### config.mk
export PLATFORM = sky130hd
export DESIGN_NAME = assoc_array_proc
export DESIGN_NICKNAME = d
export VERILOG_FILES = /design/src/rtl/assoc_array_proc.sv
export SDC_FILE = /design/constraint.sdc
export NUM_CORES = 1
export LEC_CHECK = 0
export BUFFER_PORTS_ARGS = -buffer_cell sky130_fd_sc_hd__buf_4
export CORE_MARGIN = 4
export CORE_UTILIZATION = 45
export CTS_BUF_LIST = sky130_fd_sc_hd__clkbuf_8
export DETAILED_ROUTE_END_ITERATION = 10
export GPL_TIMING_DRIVEN = 0
export PLACE_DENSITY = 0.62
export SLEW_MARGIN = 20
export SYNTH_ARGS = -nofsm -noshare
export SYNTH_HDL_FRONTEND = slang
export SYNTH_SLANG_ARGS = --single-unit
### constraint.sdc
create_clock -name clk -period 6.2 [get_ports clk]
set_clock_uncertainty 0.2 [all_clocks]
set_input_delay 0.31 -clock clk [delete_from_list [all_inputs] [get_ports clk]]
set_output_delay 0.31 -clock clk [all_outputs]
set_load 0.02 [all_outputs]
### src/rtl/assoc_array_proc.sv
module assoc_array_proc #(
  parameter int ROWS  = 16,
  parameter int WIDTH = 32,
  parameter int FIELD = 4,
  localparam int RW = $clog2(ROWS),
  localparam int CW = $clog2(WIDTH),
  localparam int SW = $clog2(FIELD),
  localparam int LAST_START = WIDTH - FIELD
) (
  input  logic             clk,
  input  logic             rst_n,
  input  logic             cmd_valid,
  output logic             cmd_ready,
  input  logic [1:0]       cmd_op,
  input  logic [RW-1:0]    cmd_row,
  input  logic [CW-1:0]    cmd_col,
  input  logic [WIDTH-1:0] cmd_data,
  output logic [ROWS-1:0]  tag_a,
  output logic [ROWS-1:0]  tag_b,
  output logic             err
);

  localparam logic [1:0] OP_WR  = 2'b00;
  localparam logic [1:0] OP_CMP = 2'b01;
  localparam logic [1:0] OP_OR  = 2'b10;
  localparam logic [1:0] OP_LD  = 2'b11;

  logic [WIDTH-1:0] mem [ROWS];
  logic [FIELD-1:0] cmp_q;
  logic [ROWS-1:0]  mask_q, run_q, a_q, b_q;
  logic [ROWS-1:0]  hit, col_bit;
  logic [CW-1:0]    col_q, bit_idx;
  logic [SW-1:0]    step_q;
  logic             busy_q, err_q;

  wire win_ok = (int'(cmd_col) <= LAST_START);

  assign cmd_ready = ~busy_q;
  assign tag_a     = a_q;
  assign tag_b     = b_q;
  assign err       = err_q;
  assign bit_idx   = col_q + CW'(step_q);

  always_comb begin
    for (int r = 0; r < ROWS; r++) begin
      hit[r]     = (mem[r][bit_idx] == cmp_q[step_q]);
      col_bit[r] = mem[r][cmd_col];
    end
  end

  always_ff @(posedge clk) begin
    if (!rst_n) begin
      for (int r = 0; r < ROWS; r++) mem[r] <= '0;
      cmp_q  <= '0;
      mask_q <= '1;
      run_q  <= '0;
      a_q    <= '0;
      b_q    <= '0;
      col_q  <= '0;
      step_q <= '0;
      busy_q <= 1'b0;
      err_q  <= 1'b0;
    end else if (busy_q) begin
      run_q  <= run_q & hit;
      step_q <= step_q + 1'b1;
      if (step_q == SW'(FIELD - 1)) begin
        a_q    <= (a_q & ~mask_q) | (run_q & hit & mask_q);
        busy_q <= 1'b0;
      end
    end else if (cmd_valid) begin
      err_q <= 1'b0;
      case (cmd_op)
        OP_WR: mem[cmd_row] <= cmd_data;
        OP_CMP: begin
          if (win_ok) begin
            busy_q <= 1'b1;
            col_q  <= cmd_col;
            step_q <= '0;
            run_q  <= '1;
          end else begin
            err_q <= 1'b1;
          end
        end
        OP_OR: b_q <= (b_q & ~mask_q) | ((col_bit | a_q) & mask_q);
        OP_LD: begin
          if (cmd_row[0]) mask_q <= cmd_data[ROWS-1:0];
          else            cmp_q  <= cmd_data[FIELD-1:0];
        end
        default: ;
      endcase
    end
  end

endmodule

# Word-level counts from Yosys, hierarchy flattened
# Memories as Yosys holds them, arrays and structs flattened.
# Cells that the tools add are included.
[totals]
regBits = 77
mem_bits_ro = 0
ramBits = 512
output_inout_bits = 34
word_cells = 149
n_memories = 1
inputBits = 46
latchBits = 0
[classes]
bitwise = 11
magnitude_cmp = 4
shifts = 0
reduce_logical = 12
eq_ne = 20
div_mod_pow = 0
muxes = 90
add_sub_neg = 2
mul = 0
[mem_list]
columns = ["name", "words", "width", "read_ports", "rd_ports_with_merged_regs", "wr", "line_no", "source"]
rows = [
  ["mem", 16, 32, 16, 0, 16, "28", "logic [WIDTH-1:0] mem [ROWS];"],
]
[ops]
columns = ["cell", "count"]
rows = [
  ["binary-select mux 1 bit (select 5 bit)", 32],
  ["bitwise AND 16 bit", 5],
  ["two-way mux 16 bit", 4],
  ["bitwise OR 16 bit", 3],
  ["two-way mux 1 bit", 47],
  ["two-way mux 32 bit", 1],
  ["OR reduction 32 bit", 1],
  ["equality test 1 bit", 16],
  ["inverter 16 bit", 1],
  ["< comparator 5 x 6 -> 1 bit (second input constant)", 2],
  ["AND reduction 4 bit", 3],
  ["two-way mux 2 bit", 4],
  ["equality test 2 bit (second input constant)", 3],
  ["AND reduction 3 bit", 2],
  ["nonzero test 2 bit", 3],
  ["adder 5 x 2 -> 5 bit", 1],
  ["<= comparator 5 bit (second input constant)", 1],
  ["two-way mux 4 bit", 1],
  ["AND reduction 2 bit", 2],
  ["< comparator 2 x 3 -> 1 bit (second input constant)", 1],
  ["adder 2 x 1 -> 2 bit (second input constant)", 1],
  ["binary-select mux 1 bit (select 2 bit)", 1],
  ["equality test 2 x 1 -> 1 bit (second input constant)", 1],
  ["zero test 2 bit", 1],
  ["inverter 1 bit", 2],
]

# Longest topological paths before layout
[depth]
ltp_word = 8
depth_mapped = 12

# Least setup slack after synthesis
# OpenSTA, ideal clock, no wires.
[synth_timing]
path_kind = "input port to flip-flop"
from = "in rst_n"
to = "mem mem[1][0] (enable)"
path_buffers = 1
t_arrival_ns = 3.709
setup_ns = 0.466
required_ns = 5.534
slack_ns = 1.826
stages = 6
path_cell_list = "clkbuf_1 -> clkinv_1 -> nor4_1 -> nor2b_1 -> nand2b_1 -> o21ai_0"
[synth_rtl]
columns = ["item", "line_no", "source"]
rows = [
  ["start: declaration", "11", "input logic rst_n,"],
  ["end: declaration", "28", ""],
]

# Worst setup path in the final report
[layout_timing]
from = "reg step_q[0]"
to = "reg run_q[9]"
[layout_via]
elab_chain_cells = 6
elab_cells_between_ends = 8
[layout_rtl]
columns = ["item", "line_no", "source"]
rows = [
  ["start: declaration", "33", "logic [SW-1:0] step_q;"],
  ["start signal: assignment", "65", "step_q <= step_q + 1'b1;"],
  ["adder 5 x 2 -> 5 bit", "42", "assign bit_idx = col_q + CW'(step_q);"],
  ["binary-select mux 1 bit (select 5 bit)", "46", "hit[r] = (mem[r][bit_idx] == cmp_q[step_q]);"],
  ["two-way mux 1 bit (implied by the code)", "46", ""],
  ["equality test 1 bit (*)", "46", ""],
  ["bitwise AND 16 bit (*)", "64", "run_q <= run_q & hit;"],
  ["two-way mux 16 bit (*)", "63", "end else if (busy_q) begin"],
  ["end signal: assignment", "64", ""],
  ["end: declaration", "30", "logic [ROWS-1:0] mask_q, run_q, a_q, b_q;"],
]
# Every way passes the cells marked *; elsewhere a longest branch is shown, timed or not. The select of a mux whose other input is x is not followed.
# A chain may end at the register's enable or synchronous reset.

==> metrics.log <==
[metrics] outcome: finished clean
[metrics] DRT antenna net count: 0
[metrics] Port Buf Inserts: 73
[metrics] post-synthesis instance area: 30700 sq um
[metrics] kind of end point of the critical path: flop
[metrics] largest delay contributor family on the critical path: buffers and inverters
[metrics] count of pins on the block boundary: 80
[metrics] number of global-route vias before repair: 21600
[metrics] Worst path max stage delay: 0.87 ns
[metrics] post-synthesis instance total: 2252
[metrics] clock transition time at the flip-flop clock pins of the worst setup and hold paths: 0.06 ns
[metrics] TritonCTS clock tree: built
[metrics] number of gates given a new drive strength after cts: 0
[metrics] hold path startpoint: cmd_row[0]
[metrics] setup total negative slack: 0 ns
[metrics] r2r startpoint: step_q[0]
[metrics] Setup Slack @ Placement: 1.55 ns
[metrics] instance count along the most critical hold path: 4
[metrics] DRC errors left: 0
[metrics] cells along the critical path: ha_1, inv_1, fa_1, clkbuf_1, buf_1, mux2_2, o22ai_1, nor3_1, nor4_1, xor2_1, o221a_2
[metrics] number of register bits inferred by synthesis: 589
[metrics] slowest CP cell: sky130_fd_sc_hd__nor4_1
[metrics] transition time of the tightest slew-check pin: 1.34 ns
[metrics] footprint of the multi-input gates: 13000 sq um
[metrics] total wirelength of the detailed-routed design: 108000 microns
[metrics] share of layout cells above drive strength 1: 0.289
[metrics] root buffer cell: sky130_fd_sc_hd__clkbuf_8
[metrics] Iter 0 DRT Violations: 3101
[metrics] total power consumption of the routed design: 0.00918 W
[metrics] CTS Sinks: 589
[metrics] most frequent standard cell in the layout excluding fill and tap cells: sky130_fd_sc_hd__and2_1
[metrics] worst-skew pair later-pin latency: 0.75 ns
[metrics] final-report hold violation count: 0
[metrics] Avg WL per Cell: 31.4 microns
[metrics] detailed-routing iteration count for the pre-antenna-repair pass: 8
[metrics] postcts setup bufs: 0
[metrics] critical path fanouts, max: 10
[metrics] overall global routing resource usage: 0.292
[metrics] mean cell area of the mapped netlist: 13.6 sq um
[metrics] Seq/Total Area, Yosys: 0.551
[metrics] Final min period: 4.87 ns
[metrics] power share of the clock group: 0.395
[metrics] most used cells in the layout excluding fill and tap cells: sky130_fd_sc_hd__and2_1 (525), sky130_fd_sc_hd__edfxtp_1 (512), sky130_fd_sc_hd__mux2_2 (256)
[metrics] max frequency: 205 MHz
[metrics] fin crit share: 0.786
[metrics] Final Net Count: 2535
[metrics] power density of the placed cells: 260 nW/um^2
[metrics] maximum ir drop on the vdd rail: 0.000149 V
[metrics] register area: 16900 sq um
[metrics] post-route worst setup slack: 1.33 ns
[metrics] half-perimeter wire length of the detailed placement result: 78500 microns
[metrics] critical path buffer and inverter count: 3
[metrics] clock buffers created by TritonCTS: 101
[metrics] Row Count: 95
[metrics] combinational cell fraction of total power: 0.119
[metrics] x dimension of the die: 269 microns
[metrics] via count: 21900
[metrics] Req. time, crit path: 6.59 ns
[metrics] worst r2r path cells: 11
[metrics] area delta synth->final: 15.1%
[metrics] post-synthesis async set-or-reset flop share: 0
[metrics] initial standard-cell utilization of the core: 0.456
[metrics] utilization after layout: 0.525
[metrics] per-cell via count in the routed design: 6.35
[metrics] final weighted congestion in routability-driven placement: 0.919
[metrics] Maximum Capacitance Violations: 0
[metrics] number of synthesized flops with an enable pin: 512
[metrics] endpoints failing setup: 0
[metrics] DIE HEIGHT: 269 microns
[metrics] count of unique library cells instantiated by Yosys: 47
[metrics] maximum number of pins on one net before global-route repair: 33
[metrics] number of antenna violations at the first check in global routing: 6
[metrics] worst reg2reg endpoint: run_q[9]
[metrics] max-slew violation count: 0
[metrics] H-Tree Depth: 3
[metrics] classification of the worst-slack hold path: input pin to flop
[metrics] reg-to-reg slack, setup: 1.33 ns
[metrics] net switching fraction of the power: 0.267
[metrics] post-synth net total: 2302
[metrics] count of synthesis-stage warnings from yosys: 0
[metrics] critical path type: flop to flop
[metrics] net load switching power: 0.00245 W
[metrics] number of buffers between clock root and the deepest sink: 3
[metrics] aggregate global routing overflow: 0
[metrics] startpoint types: flop
[metrics] overall die area: 72500 sq um
[metrics] worst min-delay path endpoint: mask_q[0]
[metrics] fill cell count: 5723
[metrics] first-pass GRT wire length: 154000 microns
[metrics] endpoint arrival time on the critical path: 5.26 ns
[metrics] Max transition margin: 0.110
[metrics] unrepaired setup endpoints after global routing: false
[metrics] number of hold-repair buffers added at the cts stage: 41
[metrics] Core Footprint: 67400 sq um
[metrics] cell leakage power: 13.4 nW
[metrics] internal power summed over all cells: 0.00673 W
[metrics] most instantiated flip-flop cell in the synthesis netlist: sky130_fd_sc_hd__edfxtp_1
[metrics] relative contribution of sequential cells to total power: 0.487
[sequential cells by signal (all words and copies together), names as in the netlist, named ones only]
name and count:
busy_q 1, cmp_q 4, col_q 5, err 1, mask_q 16, mem 512
run_q 16, step_q 2
[power groups by stage]
stage | sequential, W | combinational (W) | clock [W]
floorplan | 0.00454 | 0.000576 | 0
global placement | 0.00456 | 0.000979 | 0
detailed placement | 0.00455 | 0.00103 | 0
CTS | 0.00447 | 0.00106 | 0.00364
global route | 0.00448 | 0.00112 | 0.00381
finish | 0.00447 | 0.00109 | 0.00362
[cells in the mapped netlist, types with 2 or more instances]
cell	n	area, sq um
sky130_fd_sc_hd__mux2_2	256	2880
sky130_fd_sc_hd__inv_1	4	15.0
sky130_fd_sc_hd__o22ai_1	129	807
sky130_fd_sc_hd__mux2i_1	7	70.1
sky130_fd_sc_hd__a311oi_1	15	131
sky130_fd_sc_hd__nor2b_1	4	25.0
sky130_fd_sc_hd__ha_1	3	37.5
sky130_fd_sc_hd__buf_1	18	67.6
sky130_fd_sc_hd__nor3_1	71	355
sky130_fd_sc_hd__a211oi_2	11	138
sky130_fd_sc_hd__nor3b_1	2	15.0
sky130_fd_sc_hd__xor2_1	16	140
sky130_fd_sc_hd__o21ai_0	15	75.1
sky130_fd_sc_hd__a21oi_1	39	195
sky130_fd_sc_hd__a211oi_1	4	30.0
sky130_fd_sc_hd__and3_1	3	18.8
sky130_fd_sc_hd__a22oi_1	11	82.6
sky130_fd_sc_hd__nand3b_1	2	15.0
sky130_fd_sc_hd__buf_4	3	22.5
sky130_fd_sc_hd__clkinv_1	2	7.51
sky130_fd_sc_hd__buf_2	45	225
sky130_fd_sc_hd__nand2_1	61	229
sky130_fd_sc_hd__nand3_1	21	105
sky130_fd_sc_hd__xnor2_1	3	26.3
sky130_fd_sc_hd__o221a_2	17	191
sky130_fd_sc_hd__edfxtp_1	512	15400
sky130_fd_sc_hd__nand2b_1	10	62.6
sky130_fd_sc_hd__mux4_2	156	3510
sky130_fd_sc_hd__dfxtp_1	77	1540
sky130_fd_sc_hd__buf_6	4	45.0
sky130_fd_sc_hd__and2_1	525	3280
sky130_fd_sc_hd__nor3_2	2	20.0
sky130_fd_sc_hd__nor4_1	17	106
sky130_fd_sc_hd__o211ai_1	2	15.0
sky130_fd_sc_hd__nor2_1	26	97.6
sky130_fd_sc_hd__clkbuf_1	135	507
sky130_fd_sc_hd__a41o_1	14	140
[layer usage]
layer	up-vias	wire length, microns	track usage	share of wire
met5	-	23	0	0.00021
met4	4	4680	0.108	0.043
met3	281	13300	0.0906	0.12
met2	1487	48600	0.454	0.45
met1	11100	41600	0.389	0.38
li1	9062	-	-	-
[tightest hold or removal path: stages]
cell and delay [ns]:
sky130_fd_sc_hd__clkbuf_1 0.25, sky130_fd_sc_hd__nand4_1 0.36, sky130_fd_sc_hd__nand2_1 0.10, sky130_fd_sc_hd__nand3_1 0.08
[stage by stage]
stage                     cell area (sq um)  hold slack [ns]  cells
after global routing                  35400            0.253   3445
after detailed placement              32900            0.267   3214
after global placement                32400            0.263   3198
final                                 35400            0.224   3445
after CTS                             35400            0.149   3444
after floorplan                       30700            0.244   2252
[final cells by class]
class | instances | area share
Antenna cell | 1 | 0.0000708
Inverter | 6 | 0.000637
Clock inverter | 83 | 0.0159
Multi-Input combinational cell | 1450 | 0.369
Sequential cell | 589 | 0.478
Tap cell | 873 | 0.0309
Clock buffer | 106 | 0.0413
Buffer | 207 | 0.0253
Timing Repair Buffer | 130 | 0.0389
[logic make-up (layout without fill, tap and decap cells)]
family	Yosys count	in the layout	synth area share
adders and majority gates	4	4	0.00187
buffers and inverters	213	532	0.0296
xor gates and xnor gates	19	19	0.00542
other	0	1	0
DFF	589	589	0.551
muxes	419	419	0.211
AOI/OAI and AO/OA	262	262	0.0602
and+or+nand+nor	746	746	0.142
[worst max path at each step]
stage               startpoint          to  slack (ns)  cells after the start
global placement         rst_n  mem[1][29]       -0.27                      6
global route         step_q[0]   run_q[12]        1.23                     11
finish               step_q[0]    run_q[9]        1.33                     11
floorplan                rst_n   mem[1][0]        1.83                      6
CTS                  step_q[0]    run_q[5]        1.52                     11
detailed placement   step_q[0]    run_q[5]        1.55                     11
No activity file was read; power rests on OpenSTA's default activity.
